## config.mk

```make
export PLATFORM = sky130hd
export DESIGN_NAME = win_irq_top
export DESIGN_NICKNAME = d
export VERILOG_FILES = /design/src/rtl/wthr_pkg.sv /design/src/rtl/thr_regs.sv /design/src/rtl/win_cmp.sv /design/src/rtl/irq_latch.sv /design/src/rtl/win_irq_top.sv
export SDC_FILE = /design/constraint.sdc
export NUM_CORES = 1
export LEC_CHECK = 0
export BUFFER_PORTS_ARGS = -buffer_cell sky130_fd_sc_hd__buf_2
export CORE_MARGIN = 5
export CORE_UTILIZATION = 50
export CTS_BUF_LIST = sky130_fd_sc_hd__clkbuf_8
export CTS_CLUSTER_DIAMETER = 100
export DETAILED_ROUTE_END_ITERATION = 10
export GPL_ROUTABILITY_DRIVEN = 0
export PLACE_DENSITY_LB_ADDON = 0.1
export SYNTH_ARGS = -nofsm -noshare
export SYNTH_HDL_FRONTEND = slang
export SYNTH_HIERARCHICAL = 1
export SYNTH_SLANG_ARGS = --single-unit
```

## constraint.sdc

```tcl
create_clock -name clk_i -period 2.3 [get_ports clk_i]
set_input_delay 0.115 -clock clk_i [delete_from_list [all_inputs] [get_ports clk_i]]
set_output_delay 0.115 -clock clk_i [all_outputs]
set_load 0.05 [all_outputs]
```

## src/rtl/wthr_pkg.sv

```systemverilog
package wthr_pkg;
  localparam int unsigned RESULT_W  = 16;
  localparam int unsigned BYTE_W    = 8;
  localparam int unsigned REG_ADDR_W = 4;
  localparam int unsigned LO_BASE_A = 2;
  localparam int unsigned HI_BASE_A = 4;
endpackage

```

## src/rtl/thr_regs.sv

```systemverilog
module thr_regs #(
  parameter int unsigned DATA_W  = wthr_pkg::RESULT_W,
  parameter int unsigned BYTE_W  = wthr_pkg::BYTE_W,
  parameter int unsigned ADDR_W  = wthr_pkg::REG_ADDR_W,
  parameter int unsigned LO_BASE = wthr_pkg::LO_BASE_A,
  parameter int unsigned HI_BASE = wthr_pkg::HI_BASE_A
) (
  input  logic              clk_i,
  input  logic              rst_ni,
  input  logic              wr_en_i,
  input  logic [ADDR_W-1:0] wr_addr_i,
  input  logic [BYTE_W-1:0] wr_data_i,
  output logic [DATA_W-1:0] thr_lo_o,
  output logic [DATA_W-1:0] thr_hi_o
);
  localparam int unsigned NB = DATA_W / BYTE_W;

  for (genvar g = 0; g < NB; g++) begin : g_byte
    localparam logic [ADDR_W-1:0] LoA = ADDR_W'(LO_BASE + g);
    localparam logic [ADDR_W-1:0] HiA = ADDR_W'(HI_BASE + g);
    logic [BYTE_W-1:0] lo_q, hi_q;

    always_ff @(posedge clk_i or negedge rst_ni) begin
      if (!rst_ni) begin
        lo_q <= '0;
        hi_q <= '0;
      end else if (wr_en_i) begin
        if (wr_addr_i == LoA) lo_q <= wr_data_i;
        if (wr_addr_i == HiA) hi_q <= wr_data_i;
      end
    end

    assign thr_lo_o[g*BYTE_W +: BYTE_W] = lo_q;
    assign thr_hi_o[g*BYTE_W +: BYTE_W] = hi_q;
  end

  assert_hold_R11: assert property (@(posedge clk_i) disable iff (!rst_ni)
    !wr_en_i |=> ($stable(thr_lo_o) && $stable(thr_hi_o)));
endmodule

```

## src/rtl/win_cmp.sv

```systemverilog
module win_cmp #(
  parameter int unsigned DATA_W = wthr_pkg::RESULT_W
) (
  input  logic [DATA_W-1:0] result_i,
  input  logic [DATA_W-1:0] thr_lo_i,
  input  logic [DATA_W-1:0] thr_hi_i,
  output logic              hit_o
);
  logic below, above;
  // asymmetric window: inclusive low, exclusive high
  assign below = (result_i <= thr_lo_i);
  assign above = (result_i >  thr_hi_i);
  assign hit_o = below | above;
endmodule

```

## src/rtl/irq_latch.sv

```systemverilog
module irq_latch (
  input  logic clk_i,
  input  logic rst_ni,
  input  logic sample_i,
  input  logic hit_i,
  input  logic en_i,
  input  logic clr_i,
  output logic irq_o
);
  logic set_irq, irq_q;

  assign set_irq = sample_i & hit_i & en_i;

  always_ff @(posedge clk_i or negedge rst_ni) begin
    if (!rst_ni)      irq_q <= 1'b0;
    else if (set_irq) irq_q <= 1'b1;  // trigger beats clear
    else if (clr_i)   irq_q <= 1'b0;
  end

  assign irq_o = irq_q;

  assert_hold_R7: assert property (@(posedge clk_i) disable iff (!rst_ni)
    (irq_o && !clr_i) |=> irq_o);
  assert_clr_R8: assert property (@(posedge clk_i) disable iff (!rst_ni)
    (clr_i && !(sample_i && hit_i && en_i)) |=> !irq_o);
  assert_race_R9: assert property (@(posedge clk_i) disable iff (!rst_ni)
    (sample_i && hit_i && en_i) |=> irq_o);
  assert_gate_R10: assert property (@(posedge clk_i) disable iff (!rst_ni)
    (!irq_o && !en_i) |=> !irq_o);
  assert_idle_R6: assert property (@(posedge clk_i) disable iff (!rst_ni)
    (!irq_o && !sample_i) |=> !irq_o);
endmodule

```

## src/rtl/win_irq_top.sv

```systemverilog
module win_irq_top #(
  parameter int unsigned DATA_W  = wthr_pkg::RESULT_W,
  parameter int unsigned BYTE_W  = wthr_pkg::BYTE_W,
  parameter int unsigned ADDR_W  = wthr_pkg::REG_ADDR_W,
  parameter int unsigned LO_BASE = wthr_pkg::LO_BASE_A,
  parameter int unsigned HI_BASE = wthr_pkg::HI_BASE_A
) (
  input  logic              clk_i,
  input  logic              rst_ni,
  input  logic [DATA_W-1:0] result_i,
  input  logic              result_valid_i,
  input  logic              wr_en_i,
  input  logic [ADDR_W-1:0] wr_addr_i,
  input  logic [BYTE_W-1:0] wr_data_i,
  input  logic              int_en_i,
  input  logic              int_clr_i,
  output logic              irq_o
);
  logic [DATA_W-1:0] thr_lo, thr_hi;
  logic              hit;

  thr_regs #(
    .DATA_W(DATA_W), .BYTE_W(BYTE_W), .ADDR_W(ADDR_W),
    .LO_BASE(LO_BASE), .HI_BASE(HI_BASE)
  ) u_regs (
    .clk_i(clk_i), .rst_ni(rst_ni),
    .wr_en_i(wr_en_i), .wr_addr_i(wr_addr_i), .wr_data_i(wr_data_i),
    .thr_lo_o(thr_lo), .thr_hi_o(thr_hi)
  );

  win_cmp #(.DATA_W(DATA_W)) u_cmp (
    .result_i(result_i), .thr_lo_i(thr_lo), .thr_hi_i(thr_hi), .hit_o(hit)
  );

  irq_latch u_latch (
    .clk_i(clk_i), .rst_ni(rst_ni),
    .sample_i(result_valid_i), .hit_i(hit), .en_i(int_en_i),
    .clr_i(int_clr_i), .irq_o(irq_o)
  );

  assert_low_R3: assert property (@(posedge clk_i) disable iff (!rst_ni)
    (result_valid_i && int_en_i && (result_i <= thr_lo)) |=> irq_o);
  assert_high_R4: assert property (@(posedge clk_i) disable iff (!rst_ni)
    (result_valid_i && int_en_i && (result_i > thr_hi)) |=> irq_o);
  assert_in_win_R5: assert property (@(posedge clk_i) disable iff (!rst_ni)
    (!irq_o && int_clr_i && (result_i > thr_lo) && (result_i <= thr_hi)) |=> !irq_o);
endmodule

```

---- Yosys cells after proc, flatten, opt, wreduce, memory -nomap -nowiden ----
Cells that the tools add are included.
word-level totals
  register bits after elaboration ......... 33
  bits in latches ......................... 0
  RAM bits ................................ 0
  ROM bits ................................ 0
  output and inout bits ................... 1
  logic and storage cells ................. 21
  memories kept ........................... 0
operators by class
  add/sub/neg operators ................... 0
  multiply operators ...................... 0
  div/mod/pow operators ................... 0
  magnitude comparators ................... 2
  eq/ne operators ......................... 4
  shift operators ......................... 0
  mux-type cells .......................... 2
  bitwise operators ....................... 3
  reductions and logical operators ........ 5
operators by type and width
  kind                                                              number
  16-bit > comparator                                               1
  16-bit less-or-equal comparator                                   1
  4-bit by 2-bit == test with 1-bit output (second input constant)  2
  4-bit by 3-bit == test with 1-bit output (second input constant)  2
  2-bit AND reduction                                               4
  1-bit bitwise AND                                                 2
  1-bit 2-to-1 mux                                                  2
  2-bit nonzero test                                                1
  1-bit bitwise OR                                                  1

---- Depth between registers and ports, before layout ----
  depth in word-level cells ............... 5
  mapped depth ............................ 9
  mapped depth without buffers ............ 9

---- Modules after synthesis ----
The synthesis kept the hierarchy.
modules (own cells, without submodules)
  module     instances  cells each  area an instance (um^2)  sequential area each (um^2)
  thr_regs   1          70          1253.7                   800.8
  win_cmp    1          113         798.3                    0.0
  irq_latch  1          4           42.5                     25.0

---- Least setup slack after synthesis ----
No wires, ideal clock.
  path type ............................... register -> register
  start point ............................. register u_regs.g_byte[1].hi_q[2]
  end point ............................... register u_latch.irq_q, in the netlist u_latch/irq_o
  library setup time ...................... 119 ps
  data arrival time ....................... 2012 ps
  data required time ...................... 2181 ps
  setup slack ............................. 169 ps
  stages on the path, launching flop included .. 9
  path buffers ............................ 0
  clock period less this slack ............ 2131 ps
  cells stage by stage .................... dfrtp_1 -> inv_1 -> ha_1 -> nand4_1 -> or4_1 -> or3_1 -> a221o_1 -> nand3_1 -> o21ai_2
between the ends
  longest elaborated chain between the ends .. 5
RTL lines
  element                                                        line               text
  start, declared                                                thr_regs.sv:21     logic [BYTE_W-1:0] lo_q, hi_q;
  start signal, assigned                                         thr_regs.sv:29     if (wr_addr_i == HiA) hi_q <= wr_data_i;
  16-bit > comparator (*)                                        win_cmp.sv:12      assign above = (result_i > thr_hi_i);
  1-bit bitwise OR (*)                                           win_cmp.sv:13      assign hit_o = below | above;
  via hit                                                        win_irq_top.sv:20  logic hit;
  1-bit bitwise AND (*) (2 in series)                            irq_latch.sv:12    assign set_irq = sample_i & hit_i & en_i;
  1-bit 2-to-1 mux / 2-bit nonzero test (equally long branches)  -
  end signal, assigned                                           irq_latch.sv:15    if (!rst_ni) irq_q <= 1'b0;
  end signal, assigned                                           irq_latch.sv:16    else if (set_irq) irq_q <= 1'b1;
  end signal, assigned                                           irq_latch.sv:17    else if (clr_i) irq_q <= 1'b0;
  end, declared                                                  irq_latch.sv:10    logic set_irq, irq_q;
The timed path passes the listed nets; every way through them passes the cells marked *.
A chain may end at the register's enable or synchronous reset.

---- Worst setup path in the final report ----
  start point ............................. register u_regs.g_byte[1].hi_q[3]
  end point ............................... register u_latch.irq_q, in the netlist u_latch/irq_o
Same word-level chain as after synthesis.

==> impl_metrics.json <==
{
  "grt_pass1_wl_mm": 7.155,
  "placed_cells": 271,
  "layout_common_cells": "buf_2, inv_1, dfrtp_1, mux2_2, ha_1",
  "core_area_um2": 4029,
  "async_reset_ff_share_pct": 100.0,
  "crit_path_start_kind": "flip-flop",
  "hold_path_class": "primary input to flip-flop",
  "synth-edff-count": 0,
  "ant_nets": 0,
  "grt_overflow_total": 0,
  "grt_pass1_vias": 1575,
  "io_pins": 35,
  "grt_usage_pct": 17.35,
  "syn_area_um2": 2095,
  "slowest_stage": "or4_1",
  "dieHeight_um": 74.72,
  "avgRoutedWirePerCell_um": 15.99,
  "synth_nets": 253,
  "setup_viol": 0,
  "grt_max_degree": 34,
  "syn_avg_cell_area_um2": 11.20,
  "drc": 0,
  "critPathMaxFanout": 3,
  "ir_drop_mv": 0.5045,
  "stdcell_count": 282,
  "nets": 297,
  "clkPwrFrac_pct": 25.0,
  "antenna_found_initial": 0,
  "cts_num_sinks": 33,
  "clkSlewWorstSetupHoldPaths_ns": 0.07,
  "clk_path_buf_depth": 2,
  "fp-row-count": 23,
  "power_density_nw_per_um2": 758.7,
  "diodes": 0,
  "power_frac_seq_pct": 41.2,
  "slowest_delay_ns": 0.49,
  "dr.pass1.iters": 4,
  "postSynthCellCount": 187,
  "path_cells": "inv_1 > ha_1 > nand4_1 > or4_1 > or3_1 > a221o_1 > nand3_1 > o21ai_2",
  "io_buffers": 34,
  "die_x_um": 74.72,
  "finalCritPeriodShare_pct": 97.41,
  "drt_iter0_drc": 42,
  "cts_tree": "done",
  "required_ns": 2.48,
  "leakagePower_nw": 1.267,
  "wl_mm": 4.508,
  "die_area_um2": 5583,
  "place_ws_ns": 0.04384,
  "status": "complete, no violations",
  "synth.distinct_cells": 25,
  "comb_power_share_pct": 33.8,
  "nFillCells": 349,
  "clock_latency_ns": 0.28,
  "crit_type": "flip-flop to flip-flop",
  "vias": 1534,
  "synth-seq-cells": 33,
  "power_switching_mw": 0.5933,
  "relSlewSlack_pct": 52.10,
  "synth_flop_cell": "dfrtp_1",
  "area_growth_pct": 19.53,
  "htreeDepth": 2,
  "vias_per_cell": 5.440,
  "dpl.hpwl_mm": 3.452,
  "arrival_ns": 2.42,
  "start_util_pct": 51.99,
  "final_max_slew_viol_count": 0,
  "synth-seq-area-share_pct": 39.43,
  "clock.fmax_mhz": 446.3,
  "finalClockSkew_ns": 0.003768,
  "finalCriticalPeriod_ns": 2.240,
  "maxCapViolCount": 0,
  "yosys_warnings": 6,
  "hold_viol": 0,
  "worstSetupEndpointType": "flip-flop",
  "root_buffer": "clkbuf_8",
  "cts_buffers": 5,
  "switching_share_pct": 31.23,
  "internal_power_mw": 1.306,
  "worst_pin_slew_ns": 0.7185,
  "drive_gt1_share_pct": 37.93,
  "fin_ws_ns": 0.05950
}
-- critical path, delay by kind of cell, from the launching register on --
kind                       cells  cell delay, ns
DFF                            1            0.34
AOI/OAI and AO/OA              2            0.39
and+or+nand+nor                4            1.05
buffers and inverters          1            0.04
adders and majority gates      1            0.32
-- power by group through the flow --
stage | Combinational [mW] | Sequential [mW] | Clock, mW
finish | 0.642 | 0.782 | 0.475
global route | 0.725 | 0.799 | 0.508
CTS | 0.595 | 0.784 | 0.488
detailed placement | 0.586 | 0.793 | 0
global placement | 0.556 | 0.783 | 0
floorplan | 0.410 | 0.782 | 0
-- state kept, by name, summed over array words and instances, names as in the netlist --
name,count
u_regs/g_byte.hi_q,16
u_regs/g_byte.lo_q,16
u_latch/irq_o,1
-- through the flow --
stage	TNS [ns]	hold WS, ns	area, um2	total power [mW]	util (%)
6_report	0	0.004855	2504	1.900	62.14
5_1_grt	-0.01404	0.002608	2504	2.032	62.14
4_1_cts	0	0.001581	2439	1.866	60.53
3_5_place_dp	0	0.2138	2327	1.379	57.76
3_3_place_gp	0	0.2081	2327	1.339	57.76
2_1_floorplan	0	-0.1806	2095	1.192	-
-- synthesized netlist by cell type, types with 3 or more instances --
master / instances / share of area (%)
nand3_1: 5 / 1.2
dfrtp_1: 33 / 39
inv_1: 34 / 6.1
mux2_2: 32 / 17
o21ai_0: 3 / 0.72
a21oi_1: 13 / 3.1
nand2_1: 12 / 2.2
ha_1: 32 / 19
-- layout make-up --
class | count | area [um2] | area share (%)
inverters | 34 | 127.6 | 5.097
repair buffers | 37 | 195.2 | 7.796
clock buffers | 7 | 96.34 | 3.848
multi-input cells | 120 | 1191 | 47.58
flip-flops and latches | 33 | 825.8 | 32.98
well taps | 50 | 62.56 | 2.499
clock inverters | 1 | 5.005 | 0.1999
-- repair_timing --
| action | 4_1_cts | 5_1_grt |
|---|---|---|
| hold buffers | 1 | 0 |
| hold endpoints to repair | 33 | 0 |
| setup endpoints to repair | 0 | 1 |
| resized for setup | 0 | 4 |
| setup buffers | 0 | 2 |
-- path summary, 6_finish.rpt --
kind,slack (ns),cells after the start,startpoint,to
worst min-delay path,0.005,2,int_clr_i,u_latch/irq_o$_DFFE_PN0P_
worst max-delay path,0.06,8,u_regs/g_byte[1].hi_q[3]$_DFFE_PN0P_,u_latch/irq_o$_DFFE_PN0P_
min in group asynchronous,0.42,2,rst_ni,u_latch/irq_o$_DFFE_PN0P_
max in group asynchronous,1.42,2,rst_ni,u_regs/g_byte[0].lo_q[5]$_DFFE_PN0P_
worst max register to register,0.06,8,u_regs/g_byte[1].hi_q[3]$_DFFE_PN0P_,u_latch/irq_o$_DFFE_PN0P_
worst min register to register,0.51,1,u_regs/g_byte[0].hi_q[6]$_DFFE_PN0P_,u_regs/g_byte[0].hi_q[6]$_DFFE_PN0P_
-- layer usage --
metal / up-vias / routed length, um / global-route usage, % / part of all wire (%)
li1: 745 / - / - / -
met4: 0 / 59 / 5.336 / 1.3
met5: - / 0 / 0 / 0
met1: 748 / 1954 / 21.86 / 43
met2: 35 / 2269 / 29.37 / 50
met3: 6 / 224 / 4.406 / 5.0
-- cells by family after synthesis --
logic type / share of synthesized area, %
flip-flops: 39.43
AO/OA/AOI/OAI: 7.169
AND/OR/NAND/NOR: 10.99
buffers and inverters: 6.093
multiplexers: 17.20
adder cells (fa/ha/maj): 19.12
No activity file was read; power rests on OpenSTA's default activity.
